[src/rtl/flash_sr_pkg.sv]
package flash_sr_pkg;
   localparam int SR_W        = 8;
   localparam int SR_BUSY     = 0;
   localparam int SR_WLATCH   = 1;
   localparam int SR_PCODE_LO = 2;
   localparam int PCODE_W     = 3;
   localparam int SR_PCODE_HI = SR_PCODE_LO + PCODE_W - 1;
   localparam int SR_RSVD     = 5;
   localparam int SR_AAI      = 6;
   localparam int SR_LOCK     = 7;
   localparam int NUM_LVL     = 5;
   localparam logic [PCODE_W-1:0] PCODE_RESET = '1;

   typedef enum logic [1:0] {
      SIDE_PIN    = 2'd0,
      SIDE_TOP    = 2'd1,
      SIDE_BOTTOM = 2'd2
   } side_sel_e;
endpackage

[src/rtl/flash_sr_arm.sv]
module flash_sr_arm (
   input  logic clk,
   input  logic rst_n,
   input  logic arm_set,
   input  logic any_cmd,
   output logic armed
);
   always_ff @(posedge clk or negedge rst_n) begin
      if (!rst_n) begin
         armed <= 1'b0;
      end else if (arm_set) begin
         armed <= 1'b1;
      end else if (any_cmd) begin
         armed <= 1'b0;
      end
   end
endmodule

[src/rtl/flash_sr_gate.sv]
module flash_sr_gate (
   input  logic sr_write,
   input  logic armed,
   input  logic wp_n,
   input  logic lock_bit,
   output logic accept
);
   logic lock_active;
   always_comb begin
      lock_active = lock_bit && !wp_n;
      accept      = sr_write && armed && !lock_active;
   end
endmodule

[src/rtl/flash_sr_prot.sv]
module flash_sr_prot
   import flash_sr_pkg::*;
#(
   parameter int        ADDR_W   = 24,
   parameter int        ARRAY_AW = 21,
   parameter side_sel_e SIDE_SEL = SIDE_PIN
) (
   input  logic [PCODE_W-1:0] pcode,
   input  logic               bottom,
   input  logic [ADDR_W-1:0]  addr,
   output logic               prot,
   output logic               all_clear
);
   localparam int CODE_ALL = NUM_LVL + 1;

   logic [ARRAY_AW-1:0] offs;
   logic [NUM_LVL:1]    hi_ones;
   logic [NUM_LVL:1]    hi_zeros;
   logic                use_bottom;

   assign offs = addr[ARRAY_AW-1:0];

   for (genvar k = 1; k <= NUM_LVL; k++) begin : g_lvl
      assign hi_ones[k]  = &offs[ARRAY_AW-1 -: k];
      assign hi_zeros[k] = ~|offs[ARRAY_AW-1 -: k];
   end

   if (SIDE_SEL == SIDE_TOP) begin : g_top
      assign use_bottom = 1'b0;
   end else if (SIDE_SEL == SIDE_BOTTOM) begin : g_bot
      assign use_bottom = 1'b1;
   end else begin : g_pin
      assign use_bottom = bottom;
   end

   always_comb begin
      prot = 1'b0;
      if (int'(pcode) >= CODE_ALL) begin
         prot = 1'b1;
      end else begin
         for (int c = 1; c <= NUM_LVL; c++) begin
            if (int'(pcode) == c) begin
               prot = use_bottom ? hi_zeros[NUM_LVL + 1 - c] : hi_ones[NUM_LVL + 1 - c];
            end
         end
      end
      all_clear = (pcode == '0);
   end
endmodule

[src/rtl/flash_sr_guard.sv]
module flash_sr_guard
   import flash_sr_pkg::*;
#(
   parameter int        ADDR_W   = 24,
   parameter int        ARRAY_AW = 21,
   parameter side_sel_e SIDE_SEL = SIDE_PIN
) (
   input  logic              clk,
   input  logic              rst_n,
   input  logic              cmd_wr_en,
   input  logic              cmd_wr_dis,
   input  logic              cmd_sr_arm,
   input  logic              cmd_sr_write,
   input  logic              cmd_other,
   input  logic [SR_W-1:0]   wr_data,
   input  logic              op_done,
   input  logic              busy_in,
   input  logic              aai_in,
   input  logic              wp_n,
   input  logic              prot_bottom,
   input  logic [ADDR_W-1:0] chk_addr,
   output logic [SR_W-1:0]   status,
   output logic              addr_prot,
   output logic              chip_erase_ok
);
   if (ARRAY_AW < NUM_LVL || ARRAY_AW > ADDR_W) begin : g_bad_aw
      $error("flash_sr_guard: ARRAY_AW must lie between NUM_LVL and ADDR_W");
   end

   logic               armed;
   logic               wr_accept;
   logic               any_cmd;
   logic [PCODE_W-1:0] pcode_q;
   logic               lock_q;
   logic               wlatch_q;
   logic               busy_q;
   logic               aai_q;

   assign any_cmd = cmd_wr_en | cmd_wr_dis | cmd_sr_arm | cmd_sr_write | cmd_other;

   flash_sr_arm u_arm (
      .clk     (clk),
      .rst_n   (rst_n),
      .arm_set (cmd_wr_en | cmd_sr_arm),
      .any_cmd (any_cmd),
      .armed   (armed)
   );

   flash_sr_gate u_gate (
      .sr_write (cmd_sr_write),
      .armed    (armed),
      .wp_n     (wp_n),
      .lock_bit (lock_q),
      .accept   (wr_accept)
   );

   always_ff @(posedge clk or negedge rst_n) begin
      if (!rst_n) begin
         pcode_q  <= PCODE_RESET;
         lock_q   <= 1'b0;
         wlatch_q <= 1'b0;
         busy_q   <= 1'b0;
         aai_q    <= 1'b0;
      end else begin
         busy_q <= busy_in;
         aai_q  <= aai_in;
         if (wr_accept) begin
            pcode_q  <= wr_data[SR_PCODE_HI:SR_PCODE_LO];
            lock_q   <= wr_data[SR_LOCK];
            wlatch_q <= 1'b0;
         end else if (cmd_wr_en) begin
            wlatch_q <= 1'b1;
         end else if (cmd_wr_dis || op_done) begin
            wlatch_q <= 1'b0;
         end
      end
   end

   always_comb begin
      status                          = '0;
      status[SR_BUSY]                 = busy_q;
      status[SR_WLATCH]               = wlatch_q;
      status[SR_PCODE_HI:SR_PCODE_LO] = pcode_q;
      status[SR_AAI]                  = aai_q;
      status[SR_LOCK]                 = lock_q;
   end

   flash_sr_prot #(
      .ADDR_W   (ADDR_W),
      .ARRAY_AW (ARRAY_AW),
      .SIDE_SEL (SIDE_SEL)
   ) u_prot (
      .pcode     (pcode_q),
      .bottom    (prot_bottom),
      .addr      (chk_addr),
      .prot      (addr_prot),
      .all_clear (chip_erase_ok)
   );
endmodule

[config.mk]
export PLATFORM = sky130hd
export DESIGN_NAME = flash_sr_guard
export DESIGN_NICKNAME = d
export VERILOG_FILES = /design/src/rtl/flash_sr_pkg.sv /design/src/rtl/flash_sr_arm.sv /design/src/rtl/flash_sr_gate.sv /design/src/rtl/flash_sr_prot.sv /design/src/rtl/flash_sr_guard.sv
export SDC_FILE = /design/constraint.sdc
export NUM_CORES = 1
export LEC_CHECK = 0
export ABC_AREA = 1
export CORE_AREA = 3 3 48 50
export DETAILED_ROUTE_END_ITERATION = 10
export DIE_AREA = 0 0 51 53
export GPL_TIMING_DRIVEN = 0
export PLACE_DENSITY = 0.72
export SYNTH_ARGS = -nofsm -noshare
export SYNTH_HDL_FRONTEND = slang
export SYNTH_SLANG_ARGS = --single-unit
[constraint.sdc]
create_clock -name clk -period 3.2 [get_ports clk]
set_input_delay 0.8 -clock clk [delete_from_list [all_inputs] [get_ports clk]]
set_output_delay 0.8 -clock clk [all_outputs]
set_load 0.02 [all_outputs]
==> results of run 1 <==
[layer usage]
metal	GRT usage, %	routed length (um)
met1	9.278	461
met2	13.09	468
met3	3.099	110
met4	5.381	0
met5	0	0
[power by group through the flow]
stage               clock network [mW]  logic (mW)  registers (mW)
floorplan                            0      0.0653           0.146
global placement                     0       0.145           0.138
detailed placement                   0       0.146           0.138
CTS                             0.0840       0.147           0.137
global route                    0.0871       0.157           0.140
finish                          0.0814       0.145           0.136
[state kept, by name, summed over array words and instances, names as in the netlist]
register     flops
aai_q            1
busy_q           1
lock_q           1
pcode_q          3
u_arm.armed      1
wlatch_q         1
[cell type report]
class / count / area [um^2] / area share (%)
clock buffer: 4 / 26.28 / 3.201
sequential: 8 / 203.9 / 24.85
tap: 27 / 33.78 / 4.116
timing repair buffer: 29 / 290.3 / 35.37
buffer: 5 / 37.54 / 4.573
inverter: 10 / 37.54 / 4.573
multi-input combinational: 41 / 191.4 / 23.32
[kinds of logic after synthesis]
group           after synthesis
compound gates                9
buf+inv                      15
flops                         8
other cells                   1
simple gates                 31
[stage by stage]
| stage | cell area [um^2] | instances |
|---|---|---|
| 2_1_floorplan | 470.5 | 64 |
| 3_5_place_dp | 794.5 | 120 |
| 5_1_grt | 820.8 | 124 |
| 3_3_place_gp | 794.5 | 120 |
| 6_report | 820.8 | 124 |
| 4_1_cts | 820.8 | 124 |
[cell usage in the layout, fill, tap and decap left out]
cell	n
sky130_fd_sc_hd__clkbuf_4	3
sky130_fd_sc_hd__clkdlybuf4s50_1	29
sky130_fd_sc_hd__nand2_1	19
sky130_fd_sc_hd__nor3_1	1
sky130_fd_sc_hd__o211ai_4	1
sky130_fd_sc_hd__conb_1	1
sky130_fd_sc_hd__clkbuf_1	1
sky130_fd_sc_hd__dfrtp_1	5
sky130_fd_sc_hd__o21ai_0	4
sky130_fd_sc_hd__buf_4	5
sky130_fd_sc_hd__dfstp_2	3
sky130_fd_sc_hd__nand3_1	2
sky130_fd_sc_hd__a21oi_1	3
sky130_fd_sc_hd__inv_2	1
sky130_fd_sc_hd__nand3b_1	1
sky130_fd_sc_hd__inv_1	9
sky130_fd_sc_hd__o31ai_1	1
sky130_fd_sc_hd__nor2_1	8
[worst max-delay path, cell delays in order]
cell and delay, ns:
sky130_fd_sc_hd__clkdlybuf4s50_1 0.53, sky130_fd_sc_hd__nand2_1 0.07, sky130_fd_sc_hd__nand3b_1 0.15, sky130_fd_sc_hd__nand2_1 0.06, sky130_fd_sc_hd__nand2_1 0.04, sky130_fd_sc_hd__nand3_1 0.07, sky130_fd_sc_hd__clkdlybuf4s50_1 0.60
[worst paths after layout]
check / startpoint / end / depth (start not counted)
max: chk_addr[19] / addr_prot / 7
min: pcode_q[2] / pcode_q[2] / 2
max reg2reg: lock_q / pcode_q[0] / 4
max in group asynchronous: rst_n / pcode_q[1] / 1
min reg2reg: pcode_q[2] / pcode_q[2] / 2
min in group asynchronous: rst_n / u_arm.armed / 1
==> qor.txt, run 1 <==
endpoint required time on the critical path - 2.40 ns
share of the synthesized area in compound gates (AO/OA/AOI/OAI) - 13.56%
Top FF cell, synth - sky130_fd_sc_hd__dfrtp_1
timing-limited maximum frequency - 319.7 MHz
DRC violation total after the first TritonRoute iteration - 6
Max Fanout on Critical Path - 4
power density relative to cell area - 442.1 nW/um^2
critical setup path kind - in2out
switching portion of total power - 32.07%
most instantiated library cell after synthesis - sky130_fd_sc_hd__nand2_1
switching power - 116.4 uW
portion of netlist area occupied by mux cells - 0%
Routed wire per std cell - 8.387 um
critical path data arrival time - 2.33 ns
share of power burned in registers - 37.6%
number of buffers inserted to repair setup after CTS - 0
global routing usage summed across all routing layers - 8.273%
total CTS buffers - 3
Final ANT Viol Nets - 0
cell accounting for the most synthesized area - sky130_fd_sc_hd__dfrtp_1
final sum of negative setup slack - 0 ns
run status - complete, no violations
Fin Hold WS - 0.5325 ns
min Tclk post-route - 3.127 ns
fraction of layout instances using a drive strength above 1 - 13.40%
Area Growth Syn to Fin - 74.47%
clock tree from TritonCTS - built
sort of element at the start of the critical path - input port
area inside the core boundary - 1942 um^2
total of max-cap violations - 0
final setup fails - 0
class of the tightest hold or removal check - reg2reg
Post-Synth XOR/XNOR Area - 0%
Warnings, synthesis - 0
RSZ-0062 raised after global routing - no
clock tree buffer depth - 2
post-place setup slack - 0.07916 ns
initial antenna violation count - 0
Synth top area share - 26.60%
Overall Power - 362.9 uW
arithmetic-cell share of the synthesized area counting full adders, half adders and majority gates - 0%
share of synthesized cell area in and, or, nand and nor gates - 26.33%
number of instances resized during post-cts repair - 0
Final Hold Viols - 0
DP Wirelength - 889.7 um
number of rows in the core area - 16
IO Port Bufs - 29
setup slack after layout - 0.07253 ns
wirelength, routed - 1040 um
count of state elements after synthesis - 8
x dimension of the die - 51 um
core utilization of the finished layout - 42.27%
detailed-routing iteration count for the pre-antenna-repair pass - 4
number of nets in the layout - 142
global-route wire length before repair - 1669 um
share of flip-flops with an asynchronous set or reset - 100.0%
sort of element at the end of the critical path - primary output
count of filler cells inserted in the layout - 210
sequential cell area fraction in the yosys report - 43.35%
post-detailed-route via-to-cell ratio - 3.919
floorplan die height - 53 um
LEAKAGE - 0.3874 nW
number of global-route vias before repair - 427
Register-to-Register Setup Slack - 2.24 ns
Fin Clk Skew - 0.003209 ns
max-slew violation count - 0
most instantiated cells after synthesis - 19 x sky130_fd_sc_hd__nand2_1, 9 x sky130_fd_sc_hd__inv_1, 8 x sky130_fd_sc_hd__nor2_1
total via count after detailed routing - 486
per-instance average area after synthesis - 7.351 um^2
number of nets produced by synthesis - 108
distinct cell type count after synthesis - 15
post-route fraction of the period consumed by the critical path - 97.73%
CTS sink cnt - 8
final weighted congestion of routability-driven global placement - 0.6736
I/O pin count - 54
register clock-pin slew on the reported worst setup and hold paths - 0.05 ns
number of synthesized flops with an enable pin - 0
hold bufs inserted after CTS - 0
number of levels the H-tree was split into - 1
antenna cell count - 0
synthesized cell area - 470.5 um^2
Die ar. - 2703 um^2
Comb power frac - 40.0%
total DRC errors in the routed layout - 0
pin count of the biggest net entering global routing - 10
fraction of power consumed by the clock network - 22.4%
dominant combinational cell family by area after synthesis - simple AND/OR/NAND/NOR gates
sum of overflow across all layers after global routing - 0
Power Internal - 246.5 uW
Root Driver - sky130_fd_sc_hd__clkbuf_4
peak supply drop - 0.0002569 V
effective utilization at floorplan - 24.23%
Post-Syn Instances - 64
source-to-sink clock delay at the later pin of the worst-skew pair - 0.25 ns
top cells by area, synth - sky130_fd_sc_hd__dfrtp_1 27%, sky130_fd_sc_hd__dfstp_2 17%, sky130_fd_sc_hd__nand2_1 15%, sky130_fd_sc_hd__buf_4 8.0%, sky130_fd_sc_hd__inv_1 7.2%
Note: power is estimated with default switching activity, not from simulation.
==> inputs of run 2 (changes only) <==
--- a/config.mk
+++ b/config.mk
@@ -6,11 +6,11 @@
 export NUM_CORES = 1
 export LEC_CHECK = 0
 export ABC_AREA = 1
-export CORE_AREA = 3 3 48 50
+export CORE_AREA = 3 3 45 47
 export DETAILED_ROUTE_END_ITERATION = 10
-export DIE_AREA = 0 0 51 53
+export DIE_AREA = 0 0 48 50
 export GPL_TIMING_DRIVEN = 0
-export PLACE_DENSITY = 0.72
+export PLACE_DENSITY = 0.81
 export SYNTH_ARGS = -nofsm -noshare
 export SYNTH_HDL_FRONTEND = slang
 export SYNTH_SLANG_ARGS = --single-unit
==> run 2 against run 1 <==
Against the previous run:
- critical path depth unchanged
- wire length up 0.19%
- power down 0.43%
- cell count down 8.1%
- worst setup slack better by 0.022 ns
- sequential power about the same
- core utilization up 5.6 points
- flip-flop and latch count unchanged
- die area down 11%
- clock skew up 0.0057 ns
- largest cell class unchanged
- highest routed layer unchanged
==> qor.txt, run 2 (synthesis gave the netlist of run 1 again) <==
run status - complete, no violations
leading cell types in the layout, fill and taps excluded - 29 x sky130_fd_sc_hd__clkdlybuf4s50_1, 19 x sky130_fd_sc_hd__nand2_1, 9 x sky130_fd_sc_hd__inv_1
worst flop-to-flop path startpoint - lock_q
Routed wire per std cell - 9.140 um (+9.0%)
footprint of the multi-input gates - 191.4 um^2 (unchanged)
total via count after detailed routing - 484 (-0.41%)
RSZ-0062 raised after global routing - no
number of instances resized during post-cts repair - 0 (unchanged)
sum of overflow across all layers after global routing - 0 (unchanged)
hold bufs inserted after CTS - 0 (unchanged)
number of global-route vias before repair - 443 (+3.7%)
Root Driver - sky130_fd_sc_hd__clkbuf_4
wirelength, routed - 1042 um (+0.19%)
final sum of negative setup slack - 0 ns (unchanged)
number of nets in the layout - 142 (unchanged)
most frequent standard cell in the layout excluding fill and tap cells - sky130_fd_sc_hd__clkdlybuf4s50_1
I/O pin count - 54 (unchanged)
Die ar. - 2400 um^2 (-11%)
Register-to-Register Setup Slack - 2.25 ns (about the same)
number of rows in the core area - 15 (-1)
total CTS buffers - 3 (unchanged)
LEAKAGE - 0.3874 nW (unchanged)
Fin Clk Skew - 0.008888 ns (+0.005680 ns)
class of the tightest hold or removal check - reg2reg
final weighted congestion of routability-driven global placement - 0.7240 (+7.5%)
Max Fanout on Critical Path - 4 (unchanged)
initial antenna violation count - 0 (unchanged)
slowest cell on the critical path - sky130_fd_sc_hd__clkdlybuf4s50_1
Area Growth Syn to Fin - 71.81%
endpoint required time on the critical path - 2.40 ns (about the same)
number of instances in the placed design - 110 (-8.3%)
fraction of power consumed by the clock network - 22.0% (-0.4 points)
peak supply drop - 0.0001692 V (-34%)
Reg with most FFs - pcode_q
critical setup path kind - in2out
total DRC errors in the routed layout - 0 (unchanged)
global-route wire length before repair - 1614 um (-3.3%)
CTS sink cnt - 8 (unchanged)
global routing usage summed across all routing layers - 9.414% (+1.1 points)
fraction of layout instances using a drive strength above 1 - 13.40% (unchanged)
IO Port Bufs - 29 (unchanged)
most frequent CP cell - sky130_fd_sc_hd__nand2_1
switching portion of total power - 31.79% (-0.28 points)
post-detailed-route via-to-cell ratio - 4.246 (+8.3%)
source of the critical timing path - chk_addr[19]
Final ANT Viol Nets - 0 (unchanged)
worst hold path startpoint - pcode_q[2]
Final Hold Viols - 0 (unchanged)
total of max-cap violations - 0 (unchanged)
number of flip-flops in the largest register - 3 (unchanged)
DRC violation total after the first TritonRoute iteration - 10 (+4)
area inside the core boundary - 1689 um^2 (-13%)
sort of element at the start of the critical path - input port
delay of the slowest cell on the worst path - 0.60 ns (about the same)
switching power - 114.9 uW (-1.3%)
clock tree buffer depth - 2 (unchanged)
count of filler cells inserted in the layout - 175 (-17%)
CP cell instances - clkdlybuf4s50_1, nand2_1, nand3b_1, nand2_1, nand2_1, nand3_1, clkdlybuf4s50_1
DP Wirelength - 872.5 um (-1.9%)
register clock-pin slew on the reported worst setup and hold paths - 0.05 ns (about the same)
final setup fails - 0 (unchanged)
floorplan die height - 50 um (-5.7%)
number of levels the H-tree was split into - 1 (unchanged)
post-route fraction of the period consumed by the critical path - 97.05% (-0.69 points)
detailed-routing iteration count for the pre-antenna-repair pass - 4 (unchanged)
share of power burned in registers - 37.8% (+0.2 points)
Power Internal - 246.4 uW (about the same)
number of buffers inserted to repair setup after CTS - 0 (unchanged)
combined flip-flop and latch cell area - 203.9 um^2 (unchanged)
sort of element at the end of the critical path - primary output
Overall Power - 361.3 uW (-0.43%)
source-to-sink clock delay at the later pin of the worst-skew pair - 0.25 ns (about the same)
critical path data arrival time - 2.31 ns (-0.02 ns)
timing-limited maximum frequency - 322.0 MHz (+0.71%)
pin count of the biggest net entering global routing - 10 (unchanged)
max-slew violation count - 0 (unchanged)
clock tree from TritonCTS - built
antenna cell count - 0 (unchanged)
number of standard cells in the final layout excluding fillers - 114 (-8.1%)
x dimension of the die - 48 um (-5.9%)
effective utilization at floorplan - 27.85% (+3.6 points)
power density relative to cell area - 447.0 nW/um^2 (+1.1%)
Comb power frac - 40.2% (+0.2 points)
min Tclk post-route - 3.106 ns (-0.02195 ns)
-- run 2: power groups by stage --
stage	clock [mW]	combinational [mW]	sequential [mW]
after floorplan	0	0.0653	0.146
after global placement	0	0.144	0.137
after detailed placement	0	0.147	0.138
after CTS	0.0862	0.147	0.137
after global routing	0.0931	0.161	0.140
final	0.0794	0.145	0.137
-- run 2: layer usage --
metal / track usage [%] / part of all wire, % / vias up
li1: - / - / 256
met1: 8.705 / 38 / 206
met2: 16.96 / 50 / 22
met3: 3.650 / 12 / 0
met4: 4.036 / 0 / 0
met5: 0 / 0 / -
-- run 2: final cells by class --
cell class,instances,area share (%)
repair buffers,29,35.91
multi-input cells,41,23.68
flip-flops and latches,8,25.23
plain buffers,5,4.644
clock buffers,4,3.251
well taps,17,2.632
inverters,10,4.644
-- run 2: path summary, 6_finish.rpt --
check | cells past startpoint | to
max | 7 | addr_prot
min | 2 | pcode_q[2]
max reg2reg | 4 | pcode_q[0]
min reg2reg | 2 | pcode_q[2]
max in group asynchronous | 1 | pcode_q[1]
min in group asynchronous | 1 | u_arm.armed
-- run 2: through the flow --
| step | hold slack (ns) | util [%] | area (um^2) | setup WS, ns |
|---|---|---|---|---|
| after floorplan | 0.5044 | - | 470.5 | 1.131 |
| after CTS | 0.5273 | 47.85 | 808.3 | 0.09448 |
| after global routing | 0.5449 | 47.85 | 808.3 | 0.01727 |
| after global placement | 0.5124 | 46.30 | 782.0 | 0.1006 |
| final | 0.5238 | 47.85 | 808.3 | 0.09448 |
| after detailed placement | 0.5195 | 46.30 | 782.0 | 0.1052 |
-- run 2: critical path: cells and delay by family --
| family | cells | cell delay (ns) |
|---|---|---|
| simple gates | 5 | 0.38 |
| buf+inv | 2 | 1.12 |
